File: config.mk
export PLATFORM = sky130hd
export DESIGN_NAME = pktbuf_tx_reader
export DESIGN_NICKNAME = d
export VERILOG_FILES = /design/src/rtl/txr_pkg.sv /design/src/rtl/txr_fifo.sv /design/src/rtl/txr_slot_mem.sv /design/src/rtl/txr_reader_fsm.sv /design/src/rtl/pktbuf_tx_reader.sv
export SDC_FILE = /design/constraint.sdc
export NUM_CORES = 2
export LEC_CHECK = 0
export ABC_CLOCK_PERIOD_IN_PS = 3600
export CELL_PAD_IN_SITES_DETAIL_PLACEMENT = 0
export CELL_PAD_IN_SITES_GLOBAL_PLACEMENT = 2
export CORE_ASPECT_RATIO = 1.4
export CORE_UTILIZATION = 45
export DETAILED_ROUTE_END_ITERATION = 6
export PLACE_DENSITY_LB_ADDON = 0.1
export SLEW_MARGIN = 15
export SYNTH_ARGS = -nofsm -noshare
export SYNTH_HDL_FRONTEND = slang
export SYNTH_SLANG_ARGS = --single-unit
File: constraint.sdc
create_clock -name clk -period 3.6 [get_ports clk]
set_clock_uncertainty 0.2 [all_clocks]
set_input_delay 0.72 -clock clk [delete_from_list [all_inputs] [get_ports clk]]
set_output_delay 0.72 -clock clk [all_outputs]
set_load 0.005 [all_outputs]
File: src/rtl/txr_pkg.sv
package txr_pkg;
    typedef enum logic [2:0] {
        ST_IDLE  = 3'd0,
        ST_FETCH = 3'd1,
        ST_SEND  = 3'd2,
        ST_HOLD  = 3'd3,
        ST_END   = 3'd4
    } txr_state_e;
endpackage

File: src/rtl/txr_fifo.sv
module txr_fifo #(
    parameter int W     = 8,
    parameter int DEPTH = 2
) (
    input  logic         clk,
    input  logic         rst_n,
    input  logic         push,
    input  logic [W-1:0] din,
    input  logic         pop,
    output logic [W-1:0] dout,
    output logic         full,
    output logic         empty
);
    localparam int PW = (DEPTH > 1) ? $clog2(DEPTH) : 1;
    localparam int CW = $clog2(DEPTH + 1);

    typedef struct packed {
        logic [PW-1:0] wp;
        logic [PW-1:0] rp;
        logic [CW-1:0] cnt;
    } fifo_st_t;

    fifo_st_t s_d, s_q;
    logic [W-1:0] store_q [DEPTH];
    logic do_push, do_pop;

    assign full    = (s_q.cnt == CW'(DEPTH));
    assign empty   = (s_q.cnt == '0);
    assign do_push = push && !full;
    assign do_pop  = pop && !empty;
    assign dout    = store_q[s_q.rp];

    always_comb begin
        s_d = s_q;
        if (do_push) s_d.wp = (s_q.wp == PW'(DEPTH - 1)) ? '0 : s_q.wp + PW'(1);
        if (do_pop)  s_d.rp = (s_q.rp == PW'(DEPTH - 1)) ? '0 : s_q.rp + PW'(1);
        if (do_push && !do_pop)      s_d.cnt = s_q.cnt + CW'(1);
        else if (do_pop && !do_push) s_d.cnt = s_q.cnt - CW'(1);
    end

    always_ff @(posedge clk) begin
        if (!rst_n) s_q <= '0;
        else        s_q <= s_d;
    end

    always_ff @(posedge clk) begin
        if (do_push) store_q[s_q.wp] <= din;
    end

    assert_no_overflow_R11: assert property (@(posedge clk) disable iff (!rst_n)
        push |-> !full);
    assert_no_underflow_R9: assert property (@(posedge clk) disable iff (!rst_n)
        pop |-> !empty);
    assert_count_step_R6: assert property (@(posedge clk) disable iff (!rst_n)
        (push && !pop) |=> !empty);
endmodule

File: src/rtl/txr_slot_mem.sv
module txr_slot_mem #(
    parameter int AW = 7
) (
    input  logic          clk,
    input  logic          we,
    input  logic [AW-1:0] waddr,
    input  logic [7:0]    wdata,
    input  logic          re,
    input  logic [AW-1:0] raddr,
    output logic [7:0]    rdata
);
    localparam int DEPTH = 1 << AW;

    logic [7:0] mem_q [DEPTH];
    logic [7:0] rdata_q;

    always_ff @(posedge clk) begin
        if (we) mem_q[waddr] <= wdata;
        if (re) rdata_q <= mem_q[raddr];
    end

    assign rdata = rdata_q;
endmodule

File: src/rtl/txr_reader_fsm.sv
module txr_reader_fsm
    import txr_pkg::*;
#(
    parameter int SLOT_W     = 1,
    parameter int BYTE_W     = 6,
    parameter int LEN_W      = 7,
    parameter int TS_W       = 32,
    parameter int SLOT_BYTES = 64
) (
    input  logic                     clk,
    input  logic                     rst_n,
    input  logic                     cmd_empty,
    input  logic [SLOT_W-1:0]        cmd_slot,
    input  logic [LEN_W-1:0]         cmd_len,
    output logic                     cmd_pop,
    output logic                     rd_en,
    output logic [SLOT_W+BYTE_W-1:0] rd_addr,
    output logic                     tx_valid,
    output logic                     tx_last,
    input  logic                     tx_ready,
    input  logic [TS_W-1:0]          ts_in,
    input  logic                     ret_full,
    output logic                     ret_push,
    output logic [SLOT_W-1:0]        ret_slot,
    output logic [TS_W-1:0]          ret_ts
);
    typedef struct packed {
        txr_state_e          st;
        logic [SLOT_W-1:0]   slot;
        logic [BYTE_W-1:0]   last_idx;
        logic [BYTE_W-1:0]   idx;
        logic [TS_W-1:0]     ts;
    } rd_st_t;

    rd_st_t s_d, s_q;
    logic [LEN_W-1:0] len_m1;
    logic             at_last;

    assign len_m1  = cmd_len - LEN_W'(1);
    assign at_last = (s_q.idx == s_q.last_idx);

    always_comb begin
        s_d      = s_q;
        cmd_pop  = 1'b0;
        rd_en    = 1'b0;
        rd_addr  = {s_q.slot, s_q.idx};
        tx_valid = 1'b0;
        tx_last  = 1'b0;
        ret_push = 1'b0;
        unique case (s_q.st)
            ST_IDLE: begin
                if (!cmd_empty) begin
                    cmd_pop = 1'b1;
                    s_d.slot = cmd_slot;
                    if (cmd_len == '0)
                        s_d.last_idx = '0;
                    else if (cmd_len >= LEN_W'(SLOT_BYTES))
                        s_d.last_idx = BYTE_W'(SLOT_BYTES - 1);
                    else
                        s_d.last_idx = len_m1[BYTE_W-1:0];
                    s_d.st = ST_FETCH;
                end
            end
            ST_FETCH: begin
                rd_en   = 1'b1;
                rd_addr = {s_q.slot, {BYTE_W{1'b0}}};
                s_d.idx = '0;
                s_d.st  = ST_SEND;
            end
            ST_SEND: begin
                tx_valid = 1'b1;
                tx_last  = at_last;
                if (tx_ready) begin
                    if (s_q.idx == '0) s_d.ts = ts_in;
                    if (at_last) begin
                        s_d.st = ret_full ? ST_HOLD : ST_END;
                    end else begin
                        rd_en   = 1'b1;
                        rd_addr = {s_q.slot, s_q.idx + BYTE_W'(1)};
                        s_d.idx = s_q.idx + BYTE_W'(1);
                    end
                end
            end
            ST_HOLD: begin
                if (!ret_full) s_d.st = ST_END;
            end
            ST_END: begin
                ret_push = 1'b1;
                s_d.st   = ST_IDLE;
            end
            default: s_d.st = ST_IDLE;
        endcase
    end

    assign ret_slot = s_q.slot;
    assign ret_ts   = s_q.ts;

    always_ff @(posedge clk) begin
        if (!rst_n) s_q <= '0;
        else        s_q <= s_d;
    end

    assert_end_one_cycle_R6: assert property (@(posedge clk) disable iff (!rst_n)
        (s_q.st == ST_END) |=> (s_q.st != ST_END));
    assert_idx_bound_R3: assert property (@(posedge clk) disable iff (!rst_n)
        tx_valid |-> (s_q.idx <= s_q.last_idx));
    assert_cmd_only_idle_R10: assert property (@(posedge clk) disable iff (!rst_n)
        cmd_pop |=> (s_q.st == ST_FETCH));
endmodule

File: src/rtl/pktbuf_tx_reader.sv
module pktbuf_tx_reader #(
    parameter int NUM_SLOTS  = 2,
    parameter int SLOT_BYTES = 64,
    parameter int TS_EN      = 1,
    parameter int TS_W       = 32,
    parameter int RET_DEPTH  = 4,
    parameter int CMD_DEPTH  = 2,
    localparam int SLOT_W    = (NUM_SLOTS > 1) ? $clog2(NUM_SLOTS) : 1,
    localparam int BYTE_W    = $clog2(SLOT_BYTES),
    localparam int LEN_W     = $clog2(SLOT_BYTES + 1),
    localparam int AW        = SLOT_W + BYTE_W
) (
    input  logic              clk,
    input  logic              rst_n,
    input  logic              mem_we,
    input  logic [AW-1:0]     mem_waddr,
    input  logic [7:0]        mem_wdata,
    input  logic              cmd_valid,
    output logic              cmd_ready,
    input  logic [SLOT_W-1:0] cmd_slot,
    input  logic [LEN_W-1:0]  cmd_len,
    input  logic [TS_W-1:0]   ts_in,
    output logic              tx_valid,
    input  logic              tx_ready,
    output logic [7:0]        tx_data,
    output logic              tx_last,
    output logic              irq,
    input  logic              irq_ack,
    output logic [SLOT_W-1:0] cpl_slot,
    output logic [TS_W-1:0]   cpl_ts
);
    localparam int CMD_W = SLOT_W + LEN_W;

    logic              cmd_full, cmd_empty, cmd_pop;
    logic [CMD_W-1:0]  cmd_head;
    logic              rd_en;
    logic [AW-1:0]     rd_addr;
    logic              ret_full, ret_push;
    logic [SLOT_W-1:0] ret_slot;
    logic [TS_W-1:0]   ret_ts;

    assign cmd_ready = !cmd_full;

    txr_fifo #(.W(CMD_W), .DEPTH(CMD_DEPTH)) u_cmd_q (
        .clk(clk), .rst_n(rst_n),
        .push(cmd_valid && !cmd_full), .din({cmd_slot, cmd_len}),
        .pop(cmd_pop), .dout(cmd_head),
        .full(cmd_full), .empty(cmd_empty)
    );

    txr_slot_mem #(.AW(AW)) u_mem (
        .clk(clk), .we(mem_we), .waddr(mem_waddr), .wdata(mem_wdata),
        .re(rd_en), .raddr(rd_addr), .rdata(tx_data)
    );

    txr_reader_fsm #(
        .SLOT_W(SLOT_W), .BYTE_W(BYTE_W), .LEN_W(LEN_W),
        .TS_W(TS_W), .SLOT_BYTES(SLOT_BYTES)
    ) u_fsm (
        .clk(clk), .rst_n(rst_n),
        .cmd_empty(cmd_empty),
        .cmd_slot(cmd_head[CMD_W-1:LEN_W]), .cmd_len(cmd_head[LEN_W-1:0]),
        .cmd_pop(cmd_pop),
        .rd_en(rd_en), .rd_addr(rd_addr),
        .tx_valid(tx_valid), .tx_last(tx_last), .tx_ready(tx_ready),
        .ts_in(ts_in),
        .ret_full(ret_full), .ret_push(ret_push),
        .ret_slot(ret_slot), .ret_ts(ret_ts)
    );

    generate
        if (TS_EN != 0) begin : g_ret_fifo
            logic              ret_empty;
            logic [SLOT_W+TS_W-1:0] ret_head;
            txr_fifo #(.W(SLOT_W + TS_W), .DEPTH(RET_DEPTH)) u_ret_q (
                .clk(clk), .rst_n(rst_n),
                .push(ret_push), .din({ret_slot, ret_ts}),
                .pop(irq_ack && !ret_empty), .dout(ret_head),
                .full(ret_full), .empty(ret_empty)
            );
            assign irq      = !ret_empty;
            assign cpl_slot = ret_head[SLOT_W+TS_W-1:TS_W];
            assign cpl_ts   = ret_head[TS_W-1:0];
        end else begin : g_ret_reg
            typedef struct packed {
                logic              pend;
                logic [SLOT_W-1:0] slot;
            } pend_t;
            pend_t p_d, p_q;
            always_comb begin
                p_d = p_q;
                if (irq_ack) p_d.pend = 1'b0;
                if (ret_push) begin
                    p_d.pend = 1'b1;
                    p_d.slot = ret_slot;
                end
            end
            always_ff @(posedge clk) begin
                if (!rst_n) p_q <= '0;
                else        p_q <= p_d;
            end
            assign ret_full = p_q.pend;
            assign irq      = p_q.pend;
            assign cpl_slot = p_q.slot;
            assign cpl_ts   = '0;
        end
    endgenerate

    assert_hold_stable_R4: assert property (@(posedge clk) disable iff (!rst_n)
        (tx_valid && !tx_ready) |=> (tx_valid && $stable(tx_data) && $stable(tx_last)));
    assert_gap_after_last_R3: assert property (@(posedge clk) disable iff (!rst_n)
        (tx_valid && tx_ready && tx_last) |=> !tx_valid);
    assert_irq_fall_on_ack_R8: assert property (@(posedge clk) disable iff (!rst_n)
        $fell(irq) |-> $past(irq_ack));
endmodule

==> out/qor.csv <==
stage,metric,value,unit
synthesis,Post-Syn Instances,3382,
clock_tree,clk slew on worst S/H paths,60,ps
routing,first-pass iteration count of the detailed router,6,
routing,final antenna-violating net count,0,
global_route,vias in the first global route,32700,
flow_run,max cap viols,0,
critical_path,max incr delay on CP,350,ps
pwr,worst vdd ir,502,uV
clock_tree,Hold Buf Count CTS,0,
synthesis,Synth Warn #,0,
layout,# nets final,4012,
routing,DRT Wirelength,151000,um
critical_path,CP max FO,7,
critical_path,Worst Path Arrival,3890,ps
place,dpl hpwl,99200,um
pwr,Pleak,21.9,nW
pwr,Net Sw Power,9.35,mW
layout,Area Overhead vs Synth,25.2,%
run_status,failing checks,negative setup slack,
synthesis,synthesized area per cell,14.8,um^2
synthesis,leading area contributor after synthesis,edfxtp_1,
global_route,largest net degree at the start of global routing,69,
synthesis,Post-Syn Nets,3455,
clock_tree,TritonCTS clock tree,done,
synthesis,"Cell Area, Synth",50200,um^2
global_route,initial antenna violation count,1,
synthesis,most frequent cells after synthesis,"edfxtp_1 (1180), nand2_1 (436), nor2_1 (155), mux2i_1 (146), a211oi_1 (140)",
clock_tree,Clock Latency Late Sink,710,ps
sta,Rel. slew slack,0.474,
synthesis,Async SR Flop Fraction,0,
sta,Hold Fails Final Rpt,0,
pwr,sequential power share,0.452,
sta,f_max,275,MHz
layout,FILL cells,8816,
synthesis,cell with the most instances after synthesis,edfxtp_1,
place,pre-CTS WS,-1320,ps
critical_path,Startpoint Class,flip-flop,
clock_tree,Max H-tree Level,3,
synthesis,Post-synth EDFFs,1180,
critical_path,CP required,3850,ps
clock_tree,clk sinks,1242,
place,final RePlAce weighted congestion,0.883,
routing,routed length per placed instance,27.4,um
critical_path,CP Launch Point,u_fsm.s_q[45],
pwr,Pint,26.8,mW
global_route,global-route wire length before repair,220000,um
synthesis,Seq cells post-synth,1242,
critical_path,crit end category,flip-flop,
sta,Final Setup Violations,2,
routing,Avg Vias per Cell,5.81,
critical_path,Setup CP Type,flip-flop to flip-flop,
layout,share of post-route cells with drive strength above 1,0.256,
place,port bufs,105,
critical_path,Critical R2R Launch,u_fsm.s_q[45],
routing,DR vias,32000,
critical_path,"Max stage delay cell, worst path",and4bb_2,
die,core area,110000,um^2
synthesis,synth unique cells,89,
die,number of cell rows,144,
layout,n_diodes,0,
clock_tree,clk root buf,clkbuf_16,
global_route,GRT Total Usage,0.265,
min_path,Hold Path Class,input pin to flip-flop,
global_route,global route overflow,0,
sta,final setup margin,-34.8,ps
min_path,worst hold start,mem_wdata[0],
sta,Final Cycle Share,1.01,
synthesis,"Seq/Total Area, Yosys",0.731,
synthesis,most used flip-flop cell after synthesis,edfxtp_1,
pwr,Cell Pwr Density,575,nW/um^2
sta,Final Max Slew Viols,0,
critical_path,worst-path cell chain,"buf_4, and4bb_2, nor3_2, buf_4, a21oi_4, buf_12, nand2_8, buf_16, buf_12, bufbuf_16, nand2_2, nand3_4, a41o_4, nor4_4, buf_4, o211ai_1",
pwr,Switching Fraction,0.259,
sta,RSZ-0062 raised after global routing,true,
clock_tree,total CTS buffers,117,
layout,final core utilization,0.570,
sta,worst slew pin tran,790,ps
run_status,status,"complete, but fails checks",
pwr,combinational share of power,0.181,
synthesis,Yosys top cell area share,0.706,
critical_path,most frequent cell on the critical path,buf_4,
routing,DR iter-0 viols,2525,
routing,DRC,0,
clock_tree,Bufs on Longest Clock Path,3,
pwr,Clock power frac,0.366,
die,Die W,284,um
sta,Final min period,3630,ps
die,die boundary height,397,um
die,IO Pins,106,
die,starting density of the core,0.455,
synthesis,synth top area cells,"edfxtp_1 (71%), nand2_1 (3.3%), mux2i_1 (2.9%)",
die,Die Area,113000,um^2
## cells by family after synthesis
group / after synthesis / synth area share
DFF: 1242 / 0.731
AOI/OAI and AO/OA: 682 / 0.0998
and+or+nand+nor: 965 / 0.0894
adders and majority gates: 12 / 0.00314
buffers and inverters: 252 / 0.0228
xor gates and xnor gates: 20 / 0.00379
muxes: 209 / 0.0506
## path summary, 6_finish.rpt
path                                                     endpoint  slack (ps)  cells after the start
worst max register to register                     u_mem.rdata[1]         -30                     16
worst max-delay path                               u_mem.rdata[1]         -30                     16
worst min-delay path                           u_mem.mem_q[18][0]         270                      1
worst min register to register  g_ret_fifo.u_ret_q.store_q[0][15]         300                      0
## layer usage
metal	wire [um]	share of wire	global-route usage
met1	58900	0.39	0.322
met4	6420	0.043	0.114
met3	6660	0.044	0.0278
met5	11	0.000073	0
met2	78900	0.52	0.478
## power by group through the flow
stage	clock [mW]	sequential, mW	combinational [mW]
finish	13.2	16.3	6.55
CTS	13.4	16.3	6.38
global route	13.9	16.4	6.96
detailed placement	0	16.6	5.68
global placement	0	16.6	5.62
floorplan	0	16.5	3.04
## sequential cells by signal, summed over array words and instances, names as in the netlist, named ones only
register,flops
u_cmd_q.store_q,16
u_fsm.s_q,15
u_cmd_q.s_q,4
u_mem.mem_q,1024
u_mem.rdata,8
u_fsm.ret_slot,1
u_fsm.ret_ts,32
g_ret_fifo.u_ret_q.store_q,132
g_ret_fifo.u_ret_q.s_q,7
## stage by stage
| step | instance area (um^2) | setup TNS [ps] | total power, mW | std cells | hold WS (ps) |
|---|---|---|---|---|---|
| after floorplan | 50200 | 0 | 19.5 | 3382 | 254 |
| after global placement | 56800 | -9270 | 22.2 | 5230 | 269 |
| after detailed placement | 56800 | -9550 | 22.3 | 5230 | 284 |
| after CTS | 62200 | -30.4 | 36.1 | 5491 | 238 |
| after global routing | 62800 | -523 | 37.2 | 5504 | 265 |
| final | 62800 | -38.9 | 36.1 | 5504 | 267 |
## critical path, delay by kind of cell (launching register included)
family | cells | cell delay [ps]
AOI/OAI and AO/OA | 3 | 600
buffers and inverters | 7 | 1240
DFF | 1 | 330
and+or+nand+nor | 6 | 970
## placed cells by master (no fill, tap or decap), drive strengths merged, types with 99 or more instances in the layout
cell type  netlist  routed
edfxtp        1180    1180
buf            106     576
nand2          437     437
nor2           159     159
mux2i          146     146
clkbuf         137     142
a211oi         141     141
nand3          127     127
and3           118     118
a21oi           99      99
## timing repair
action | CTS | global route
buffers inserted | 32 | 11
endpoints found under the setup margin | 8 | 9
resized for setup | 164 | 93
hold endpoints to repair | 0 | 0
pin swaps | 37 | 42
cloned | 7 | 2
## final cells by class
class | count | area, um^2 | share of cell area
multi-input cells | 1888 | 13600 | 0.216
clock buffers | 139 | 3140 | 0.0499
repair buffers | 681 | 6580 | 0.105
well taps | 1460 | 1830 | 0.0291
clock inverters | 85 | 1000 | 0.0160
flip-flops and latches | 1242 | 36700 | 0.584
inverters | 9 | 33.8 | 0.000538
Note: power is estimated with default switching activity, not from simulation.
